## src/rtl/csr_router_pkg.sv

```systemverilog
package csr_router_pkg;

  localparam int MAX_BLOCKS = 8;

  // strobes from the decoder to the datapath
  typedef struct packed {
    logic [MAX_BLOCKS-1:0] wrSel;
    logic [MAX_BLOCKS-1:0] rdSel;
  } routeStrb_t;

  function automatic int bitLen(input int v);
    int n;
    n = 0;
    for (int k = 0; k < 31; k++) begin
      if ((v >> k) != 0) n = k + 1;
    end
    return n;
  endfunction

  function automatic int effSize(input int ovr, input int dflt);
    return (ovr == 0) ? dflt : ovr;
  endfunction

endpackage

```

## src/rtl/csr_router_decode.sv

```systemverilog
module csr_router_decode
  import csr_router_pkg::*;
#(
  parameter int NUM_BLOCKS = 3,
  parameter int ADDR_W = 10,
  parameter int DEFAULT_SIZE = 16,
  parameter int BLOCK_BASE [NUM_BLOCKS] = '{0, 64, 256},
  parameter int BLOCK_SIZE [NUM_BLOCKS] = '{0, 40, 0},
  parameter bit HAS_WR = 1'b1,
  parameter bit HAS_RD = 1'b1
) (
  input  logic              wrEn,
  input  logic [ADDR_W-1:0] wrAddr,
  input  logic              rdEn,
  input  logic [ADDR_W-1:0] rdAddr,
  output routeStrb_t        strb
);

  logic [NUM_BLOCKS-1:0] wrHit;
  logic [NUM_BLOCKS-1:0] rdHit;

  for (genvar i = 0; i < NUM_BLOCKS; i++) begin : g_win
    localparam int LO = BLOCK_BASE[i];
    localparam int HI = LO + effSize(BLOCK_SIZE[i], DEFAULT_SIZE);
    assign wrHit[i] = (int'(wrAddr) >= LO) && (int'(wrAddr) < HI);
    assign rdHit[i] = (int'(rdAddr) >= LO) && (int'(rdAddr) < HI);
  end

  always_comb begin
    strb = '0;
    if (HAS_WR) strb.wrSel[NUM_BLOCKS-1:0] = wrEn ? wrHit : '0;
    if (HAS_RD) strb.rdSel[NUM_BLOCKS-1:0] = rdEn ? rdHit : '0;
  end

endmodule

```

## src/rtl/csr_router_datapath.sv

```systemverilog
module csr_router_datapath
  import csr_router_pkg::*;
#(
  parameter int NUM_BLOCKS = 3,
  parameter int ADDR_W = 10,
  parameter int DATA_W = 16,
  parameter int DEFAULT_SIZE = 16,
  parameter int BLOCK_SIZE [NUM_BLOCKS] = '{0, 40, 0},
  parameter int OFFW_MAX = 6,
  parameter int RD_LAT = 1
) (
  input  logic                           clk,
  input  logic                           rstN,
  input  routeStrb_t                     strb,
  input  logic [ADDR_W-1:0]              wrAddr,
  input  logic [DATA_W-1:0]              wrData,
  input  logic [ADDR_W-1:0]              rdAddr,
  input  logic [NUM_BLOCKS*DATA_W-1:0]   blkRdData,
  output logic [NUM_BLOCKS-1:0]          blkWrEn,
  output logic [NUM_BLOCKS*OFFW_MAX-1:0] blkWrAddr,
  output logic [DATA_W-1:0]              blkWrData,
  output logic [NUM_BLOCKS-1:0]          blkRdEn,
  output logic [NUM_BLOCKS*OFFW_MAX-1:0] blkRdAddr,
  output logic [DATA_W-1:0]              rdData
);

  localparam int SPARE = MAX_BLOCKS - NUM_BLOCKS;

  assign blkWrEn   = strb.wrSel[NUM_BLOCKS-1:0];
  assign blkRdEn   = strb.rdSel[NUM_BLOCKS-1:0];
  assign blkWrData = wrData;

  for (genvar i = 0; i < NUM_BLOCKS; i++) begin : g_off
    localparam int OW = bitLen(effSize(BLOCK_SIZE[i], DEFAULT_SIZE) - 1);
    localparam logic [ADDR_W-1:0] MASK = ADDR_W'((64'(1) << OW) - 64'(1));
    assign blkWrAddr[i*OFFW_MAX +: OFFW_MAX] = OFFW_MAX'(wrAddr & MASK);
    assign blkRdAddr[i*OFFW_MAX +: OFFW_MAX] = OFFW_MAX'(rdAddr & MASK);
  end

  if (SPARE > 0) begin : g_spare
    logic unusedSpare;
    assign unusedSpare = ^{strb.wrSel[MAX_BLOCKS-1:NUM_BLOCKS],
                           strb.rdSel[MAX_BLOCKS-1:NUM_BLOCKS]};
  end

  // select captured at issue travels alongside the block's response latency
  logic [RD_LAT-1:0][NUM_BLOCKS-1:0] selPipe;

  always_ff @(posedge clk or negedge rstN) begin
    if (!rstN) begin
      selPipe <= '0;
    end else begin
      selPipe[0] <= strb.rdSel[NUM_BLOCKS-1:0];
      for (int k = 1; k < RD_LAT; k++) selPipe[k] <= selPipe[k-1];
    end
  end

  always_comb begin
    rdData = '0;
    for (int i = 0; i < NUM_BLOCKS; i++) begin
      if (selPipe[RD_LAT-1][i]) rdData = rdData | blkRdData[i*DATA_W +: DATA_W];
    end
  end

endmodule

```

## src/rtl/csr_addr_router.sv

```systemverilog
module csr_addr_router
  import csr_router_pkg::*;
#(
  parameter int NUM_BLOCKS = 3,
  parameter int ADDR_W = 10,
  parameter int DATA_W = 16,
  parameter int DEFAULT_SIZE = 16,
  parameter int BLOCK_BASE [NUM_BLOCKS] = '{0, 64, 256},
  parameter int BLOCK_SIZE [NUM_BLOCKS] = '{0, 40, 0},
  parameter int OFFW_MAX = 6,
  parameter int RD_LAT = 1,
  parameter bit HAS_WR = 1'b1,
  parameter bit HAS_RD = 1'b1
) (
  input  logic                           clk,
  input  logic                           rstN,
  input  logic                           wrEn,
  input  logic [ADDR_W-1:0]              wrAddr,
  input  logic [DATA_W-1:0]              wrData,
  input  logic                           rdEn,
  input  logic [ADDR_W-1:0]              rdAddr,
  output logic [DATA_W-1:0]              rdData,
  output logic [NUM_BLOCKS-1:0]          blkWrEn,
  output logic [NUM_BLOCKS*OFFW_MAX-1:0] blkWrAddr,
  output logic [DATA_W-1:0]              blkWrData,
  output logic [NUM_BLOCKS-1:0]          blkRdEn,
  output logic [NUM_BLOCKS*OFFW_MAX-1:0] blkRdAddr,
  input  logic [NUM_BLOCKS*DATA_W-1:0]   blkRdData
);

  // elaboration-time parameter checks
  if (NUM_BLOCKS > MAX_BLOCKS || NUM_BLOCKS < 1) begin : g_badCount
    $error("block count out of range");
  end
  if (RD_LAT < 1) begin : g_badLat
    $error("read latency must be at least one");
  end

  for (genvar i = 0; i < NUM_BLOCKS; i++) begin : g_chkBlk
    localparam int SZ = effSize(BLOCK_SIZE[i], DEFAULT_SIZE);
    localparam int OW = bitLen(SZ - 1);
    if (SZ < 1) begin : g_badSize
      $error("block size must be positive");
    end
    if (OW > OFFW_MAX) begin : g_badOffw
      $error("offset field too narrow for block");
    end
    if ((BLOCK_BASE[i] % (1 << OW)) != 0) begin : g_badAlign
      $error("block base not aligned to its offset width");
    end
    if (BLOCK_BASE[i] + SZ > (1 << ADDR_W)) begin : g_badTop
      $error("block window exceeds the address width");
    end
    for (genvar j = i + 1; j < NUM_BLOCKS; j++) begin : g_pair
      localparam int SZJ = effSize(BLOCK_SIZE[j], DEFAULT_SIZE);
      localparam bit CLASH = (BLOCK_BASE[i] == BLOCK_BASE[j]) ||
        ((BLOCK_BASE[i] < BLOCK_BASE[j]) && (BLOCK_BASE[j] - BLOCK_BASE[i] < SZ)) ||
        ((BLOCK_BASE[j] < BLOCK_BASE[i]) && (BLOCK_BASE[i] - BLOCK_BASE[j] < SZJ));
      if (CLASH) begin : g_overlap
        $error("block windows overlap");
      end
    end
  end

  routeStrb_t strb;

  csr_router_decode #(
    .NUM_BLOCKS(NUM_BLOCKS), .ADDR_W(ADDR_W), .DEFAULT_SIZE(DEFAULT_SIZE),
    .BLOCK_BASE(BLOCK_BASE), .BLOCK_SIZE(BLOCK_SIZE),
    .HAS_WR(HAS_WR), .HAS_RD(HAS_RD)
  ) u_decode (
    .wrEn(wrEn), .wrAddr(wrAddr), .rdEn(rdEn), .rdAddr(rdAddr), .strb(strb)
  );

  csr_router_datapath #(
    .NUM_BLOCKS(NUM_BLOCKS), .ADDR_W(ADDR_W), .DATA_W(DATA_W),
    .DEFAULT_SIZE(DEFAULT_SIZE), .BLOCK_SIZE(BLOCK_SIZE),
    .OFFW_MAX(OFFW_MAX), .RD_LAT(RD_LAT)
  ) u_datapath (
    .clk(clk), .rstN(rstN), .strb(strb),
    .wrAddr(wrAddr), .wrData(wrData), .rdAddr(rdAddr), .blkRdData(blkRdData),
    .blkWrEn(blkWrEn), .blkWrAddr(blkWrAddr), .blkWrData(blkWrData),
    .blkRdEn(blkRdEn), .blkRdAddr(blkRdAddr), .rdData(rdData)
  );

endmodule

```

## config.mk

```make
export PLATFORM = sky130hd
export DESIGN_NAME = csr_addr_router
export DESIGN_NICKNAME = d
export VERILOG_FILES = /design/src/rtl/csr_router_pkg.sv /design/src/rtl/csr_router_decode.sv /design/src/rtl/csr_router_datapath.sv /design/src/rtl/csr_addr_router.sv
export SDC_FILE = /design/constraint.sdc
export NUM_CORES = 1
export LEC_CHECK = 0
export CAP_MARGIN = 10
export CORE_MARGIN = 5
export CORE_UTILIZATION = 21
export DETAILED_ROUTE_END_ITERATION = 8
export GPL_TIMING_DRIVEN = 1
export PLACE_DENSITY = 0.95
export SYNTH_ARGS = -nofsm -noshare
export SYNTH_HDL_FRONTEND = slang
export SYNTH_SLANG_ARGS = --single-unit
export TNS_END_PERCENT = 50
```

## constraint.sdc

```tcl
create_clock -name clk -period 3.5 [get_ports clk]
set_input_delay 0.525 -clock clk [delete_from_list [all_inputs] [get_ports clk]]
set_output_delay 0.525 -clock clk [all_outputs]
set_load 0.01 [all_outputs]
```

==> results of run 1 <==
[stage by stage]
stage / util / std cells / setup slack [ps] / power [mW] / cell area, um2
floorplan: - / 110 / 1501 / 0.1071 / 837.1
global placement: 0.3976 / 200 / 644.6 / 0.1471 / 1466
detailed placement: 0.3976 / 200 / 558.8 / 0.1498 / 1466
CTS: 0.4098 / 204 / 558.8 / 0.2533 / 1511
global route: 0.4098 / 204 / 504.7 / 0.2609 / 1511
finish: 0.4098 / 204 / 566.4 / 0.2505 / 1511
[power groups by stage]
stage / logic (mW) / clock network (mW) / registers (mW)
2_1_floorplan: 0.0712 / 0 / 0.0359
3_3_place_gp: 0.110 / 0 / 0.0368
3_5_place_dp: 0.113 / 0 / 0.0368
4_1_cts: 0.114 / 0.103 / 0.0364
5_1_grt: 0.119 / 0.105 / 0.0365
6_report: 0.113 / 0.101 / 0.0364
[cell usage in the layout (no fill, tap or decap)]
cell type and instances:
clkdlybuf4s50_1 97, a222oi_1 16, inv_1 16, conb_1 8
clkbuf_8 3, dfrtp_1 3, o21ai_0 2, nor3_1 2
and4_2 2, or4b_4 2, nor4_1 2, nor4b_2 2
clkbuf_1 1
[layout make-up]
| class | instances | area (um2) |
|---|---|---|
| clock buffer | 4 | 45.04 |
| inverter | 16 | 60.06 |
| timing repair buffer | 97 | 970.9 |
| fill | 371 | 2177 |
| sequential | 3 | 75.07 |
| tap | 48 | 60.06 |
| multi-input combinational | 36 | 300.3 |
[logic make-up (layout without fill, tap and decap cells)]
group | Yosys count | after routing | synth area share
buffers and inverters | 71 | 117 | 0.5694
DFF | 3 | 3 | 0.09259
AOI/OAI and AO/OA | 18 | 18 | 0.2099
and+or+nand+nor | 10 | 10 | 0.1235
other | 1 | 8 | 0.004625
[path summary, 6_finish.rpt]
kind	start	slack (ps)	to	depth (start not counted)
max	rdAddr[6]	570	blkRdEn[2]	4
max in group asynchronous	rstN	2830	u_datapath.selPipe[1]$_DFF_PN0_	1
min	rstN	500	u_datapath.selPipe[0]$_DFF_PN0_	1
min in group clk	rdAddr[8]	930	u_datapath.selPipe[0]$_DFF_PN0_	2
[critical path: cells and delay by family]
family                 cells  cell delay [ps]
buffers and inverters      2             1030
AND/OR/NAND/NOR            2              850
[routing by layer]
metal  vias to the layer above  GRT usage  routed length [um]  part of all wire
met3                         6    0.05263                 627              0.19
met5                         -          0                   0                 0
met4                         0    0.05428                  36             0.011
met2                        82     0.2214                1651              0.49
met1                       413     0.1040                1023              0.31
li1                        421          -                   -                 -
==> run summary, run 1 <==
The first global-routing pass estimated 4816 um of wire. The proportion of power drawn by the clock network was 0.403. Post-CTS setup buffer count: 0. For the maximum number of pins on one net before global-route repair, the log shows 17.

Hold violation count in the final report: 0. The routed design has 3339 um of wire. The power spent charging and discharging nets was 0.05516 mW. By instance count, the leading cell after synthesis is buf_4. The total of endpoints with negative setup slack in the final report came out at 0. Endpoint type of the worst setup path: an output port.

In this run the power density over the cells is 165.7 nW/um2. More flip-flops sit in one register than any other, and that register is u_datapath.selPipe. The run gives 5203 um2 as the die footprint. The cell type with the highest aggregate area in the netlist is buf_4. The post-synthesis cell area was 810.8 um2. The worst slack on hold paths came out at 504.1 ps.

IR analysis of the VDD net gives a maximum drop of 0.06995 mV. Total count of max-transition violations in the final report: 0. The synthesized design contains 0 enable-type register cells.

The Yosys step of the flow raised 0 warnings. The logs give 57 for the number of DRC markers after the initial detailed-route iteration and 0.7934 for the weighted congestion at the end of routability-driven global placement. The largest registers in the layout are u_datapath.selPipe (3).

Worst-path cell with the longest stage delay: clkdlybuf4s50_1. For the data required time of the critical path, the log shows 2970 ps. The first detailed-routing pass took 5 iterations. The critical path arrival was 2410 ps; the largest fanout on the critical path was 2. The fraction of power spent switching nets was 0.2202.

By count the netlist is led by buf_4, a222oi_1, inv_1. The leakage component of the power came out at 0.6663 nW. Ranked by total cell area, the synthesized netlist is headed by buf_4, a222oi_1, dfrtp_1.

The tools report the global-route usage over all layers as 0.1169. Number of placement rows: 22. For the H-tree depth, the log shows 1. After layout, the minimum clock period comes to 2934 ps.

The initial core utilization is 0.2198, and the number of global-route vias before repair is 990. The design internal power was 0.1953 mW; the CTS buffer count was 3. In the final timing run, aggregate negative setup slack is 0 ps.

The normalized max-slew margin came out at 0.6448. The synthesized netlist contains 12 unique library cells. The worst setup path is of the input pin to output port kind. TritonCTS built the clock tree. The number of gates resized after CTS was 0.

The tools report the initial antenna violation count as 0. Setup repair after global routing left no endpoint under its margin. Per-cell via count in the routed design: 4.520. After detailed routing, the average wire length per cell comes to 16.37 um. The share of the clock period used by the worst path is 0.8382, and the number of sinks driven by the clock tree is 3. After clock tree synthesis, the flow added hold-fix buffers numbering 0.

The maximum operating frequency was 340.9 MHz; the clock edge transition at the registers on the reported setup and hold paths was 30 ps. Main flop type after synthesis: dfrtp_1. The I/O pin count is 162. No sink is reached through more buffers than the 2 on the longest clock path.

The tools report the kind of start point of the critical path as an input pin. The synthesized instance count was 103; the post-synthesis sequential area ratio was 0.09259. Buffers placed on the I/O ports in this run total 97.

The critical path goes through clkdlybuf4s50_1 -> or4b_4 -> nor4b_2 -> clkdlybuf4s50_1. The run gives 0.145 as the sequential group share of total power. For this run, the post-layout net count is 245. Fraction of registers with async set or reset after synthesis: 1.000.

The tool flagged a number of max-cap violations equal to 0. Counting flops and latches in the post-synthesis netlist gives 3. Die outline width: 72.14 um.

Path class of the lowest-slack min-delay path: input pin to asynchronous set/reset pin. In this run the remaining antenna-violating nets after routing total 0. The mean post-synth cell area came out at 7.872 um2. The register with the most flip-flops in the layout has 3 of them. For this run, the slowest stage of the critical path takes 610 ps. The flow ran to the end, and the final reports show no timing, DRC or antenna violations. The routed via count is 922, and the transition at the pin with the smallest max-transition slack is 532.7 ps. Area added between synthesis and finish: 86.42%. From bottom edge to top edge, the die measures 72.14 um.

The tools report the HPWL reported at the end of detailed placement as 2849 um. The most common cell type on the critical path was clkdlybuf4s50_1. The share of cells above drive strength 1 is 0.05769, and the placeable core region is 3689 um2.

For this run, design rule violations remaining after detail routing come to 0. The share of power burned in combinational logic is 0.451. For the global-route congestion overflow total, the log shows 0. The fraction of synthesized cell area taken by the top area cell type works out to 0.4815. Clock tree synthesis selected as its root buffer the cell clkbuf_8. 0 antenna diodes ended up in the layout.
Power figures use the tool's default switching activity.
==> run 2: changes to the inputs <==
--- a/config.mk
+++ b/config.mk
@@ -7,10 +7,10 @@
 export LEC_CHECK = 0
 export CAP_MARGIN = 10
 export CORE_MARGIN = 5
-export CORE_UTILIZATION = 21
+export CORE_UTILIZATION = 19
 export DETAILED_ROUTE_END_ITERATION = 8
 export GPL_TIMING_DRIVEN = 1
-export PLACE_DENSITY = 0.95
+export PLACE_DENSITY = 0.91
 export SYNTH_ARGS = -nofsm -noshare
 export SYNTH_HDL_FRONTEND = slang
 export SYNTH_SLANG_ARGS = --single-unit
==> constraint.sdc (replaced) <==
create_clock -name clk -period 2.8 [get_ports clk]
set_input_delay 0.42 -clock clk [delete_from_list [all_inputs] [get_ports clk]]
set_output_delay 0.42 -clock clk [all_outputs]
set_load 0.01 [all_outputs]
==> run summary, run 2 (synthesis results as in run 1) <==
The run finished with clean final reports. Number of DRC markers after the initial detailed-route iteration: 68. The setup TNS after final layout is 0 ps.

The per-cell via count in the routed design was 4.568; the maximum number of pins on one net before global-route repair was 17. In the routed design, unresolved DRC markers number 0. TritonCTS built the clock tree. The largest fanout on the critical path was 3.

STA classifies the critical path endpoint as an output port. The sum of buffers and inverters on the critical path is 2, and the worst slack on hold paths is 394.2 ps. The tool flagged a number of max-cap violations equal to 0.

Routability-driven placement finished with a final weighted congestion of 0.7939. The count of nets left with antenna violations once routing finished came out at 0. The core utilization of the finished layout was 0.3753; the global-route usage over all layers was 0.09170. At the worst endpoint, the arrival time is 2230 ps. In this design, the critical path's most frequently occurring cell is clkdlybuf4s50_1. The first global-routing pass estimated 4064 um of wire. For the maximum clock insertion buffer count, the log shows 2. The minimum clock period after layout is 2646 ps, and the share of cells above drive strength 1 is 0.06410.

The tools report the data required time of the critical path as 2380 ps. The worst-case IR drop observed on VDD is 0.09380 mV. Global routing finished with a remaining overflow of 0. HPWL reported at the end of detailed placement: 2746 um.

The routed via count came out at 941. The number of global-route vias before repair is 905. The area growth from synthesis to layout is 87.81%. The average wire per standard cell was 15.58 um.

The run gives 377.9 MHz as the maximum operating frequency. The library cells used most frequently in the layout, excluding fill and tap cells, are clkdlybuf4s50_1, a222oi_1, inv_1, conb_1. In the final layout, the registers with the most flip-flops are u_datapath.selPipe (3).

The path class of the tightest hold or removal check is input pin to asynchronous set/reset pin. The multi-input combinational cells in the finished layout cover a total of 306.5 um2. The tools report the leakage component of the power as 0.6851 nW. The critical path goes through clkdlybuf4s50_1 -> or4b_4 -> nor4_2 -> clkdlybuf4s50_1. The initial antenna violation count is 0. The cell family contributing the most delay on the critical path is buffers and inverters. The most frequent standard cell in the layout excluding fill and tap cells was clkdlybuf4s50_1. The sequential cells in the finished layout cover a total of 75.07 um2. CTS placed an instance of clkbuf_8 at the clock tree root.

0 antenna diodes ended up in the layout. The hold violation count in the final report is 0, and the clock edge transition at the registers on the reported setup and hold paths is 30 ps. The I/O pin count is 162. The total count of max-transition violations in the final report was 0.

The detailed-routing iteration count for the pre-antenna-repair pass is 4, and the height of the chip is 75.33 um. The normalized max-slew margin is 0.6649. Setup repair after global routing left no endpoint under its margin.

Ranked by flip-flop count, first place goes to u_datapath.selPipe. Number of input and output port buffers inserted: 97. The logs give 23 for the number of placement rows and 1 for the H-tree depth. The die covers 5674 um2.

The slowest stage of the critical path belongs to the cell clkdlybuf4s50_1. The run gives 4058 um2 as the placeable core region. The share of the clock period used by the worst path is 0.9451. The category of the most critical setup path was input pin to output port. The power after layout is 0.3088 mW. Summed over all layers, the routed wires come to 3210 um. The die outline width was 75.33 um; the initial core utilization was 0.1998. For this design the ratio of total power to cell area is 202.8 nW/um2. Setup violations remaining at the end of the flow were counted as 0.

The filler cells instantiated in the layout total 392. For the pin with the worst max-slew slack, the measured transition is 502.6 ps. Layout net count: 245. STA classifies the critical path startpoint as an input pin. The clock net in this run drives a total of 3 sinks.

In this design, the stage delay of the slowest critical-path cell is 600 ps. The CTS buffer count is 3, and the number of flip-flops under the largest register name is 3.
run 2: final cells by class:
type | instances | area share
timing repair buffer | 97 | 0.6393
tap | 50 | 0.04108
clock buffer | 4 | 0.02958
inverter | 16 | 0.03944
multi-input combinational | 36 | 0.2013
sequential | 3 | 0.04930
run 2: per-stage QoR:
| stage | setup slack [ps] | std cells | area [um2] |
|---|---|---|---|
| after floorplan | 1011 | 110 | 837.1 |
| after global placement | 150.7 | 202 | 1469 |
| after detailed placement | 29.66 | 202 | 1469 |
| after CTS | 33.04 | 206 | 1514 |
| after global routing | 107.0 | 206 | 1523 |
| final | 153.8 | 206 | 1523 |
run 2: final timing paths:
check                      slack (ps)                              end  depth (start not counted)  startpoint
worst max-delay path              150                       blkRdEn[0]                          4   rdAddr[4]
worst min-delay path              390  u_datapath.selPipe[0]$_DFF_PN0_                          1        rstN
max in group asynchronous        2260  u_datapath.selPipe[1]$_DFF_PN0_                          1        rstN
min in group clk                  840                    blkWrData[12]                          0  wrData[12]
run 2: report_power, final:
group	switching, mW	total (mW)	internal [mW]
registers	0.00149	0.0455	0.0440
logic	0.0377	0.141	0.103
clock network	0.0258	0.123	0.0968
run 2: repair_timing:
item	in CTS	in global routing
gates resized for setup	0	2
setup buffers	0	0
setup endpoints to repair	0	1
hold buffers	0	0
run 2: per-layer routing:
layer / vias to the layer above / track usage / part of all wire
met4: 0 / 0.05049 / 0.024
met2: 86 / 0.1812 / 0.49
met1: 422 / 0.07528 / 0.25
met3: 10 / 0.03694 / 0.24
li1: 423 / - / -
met5: - / 0 / 0
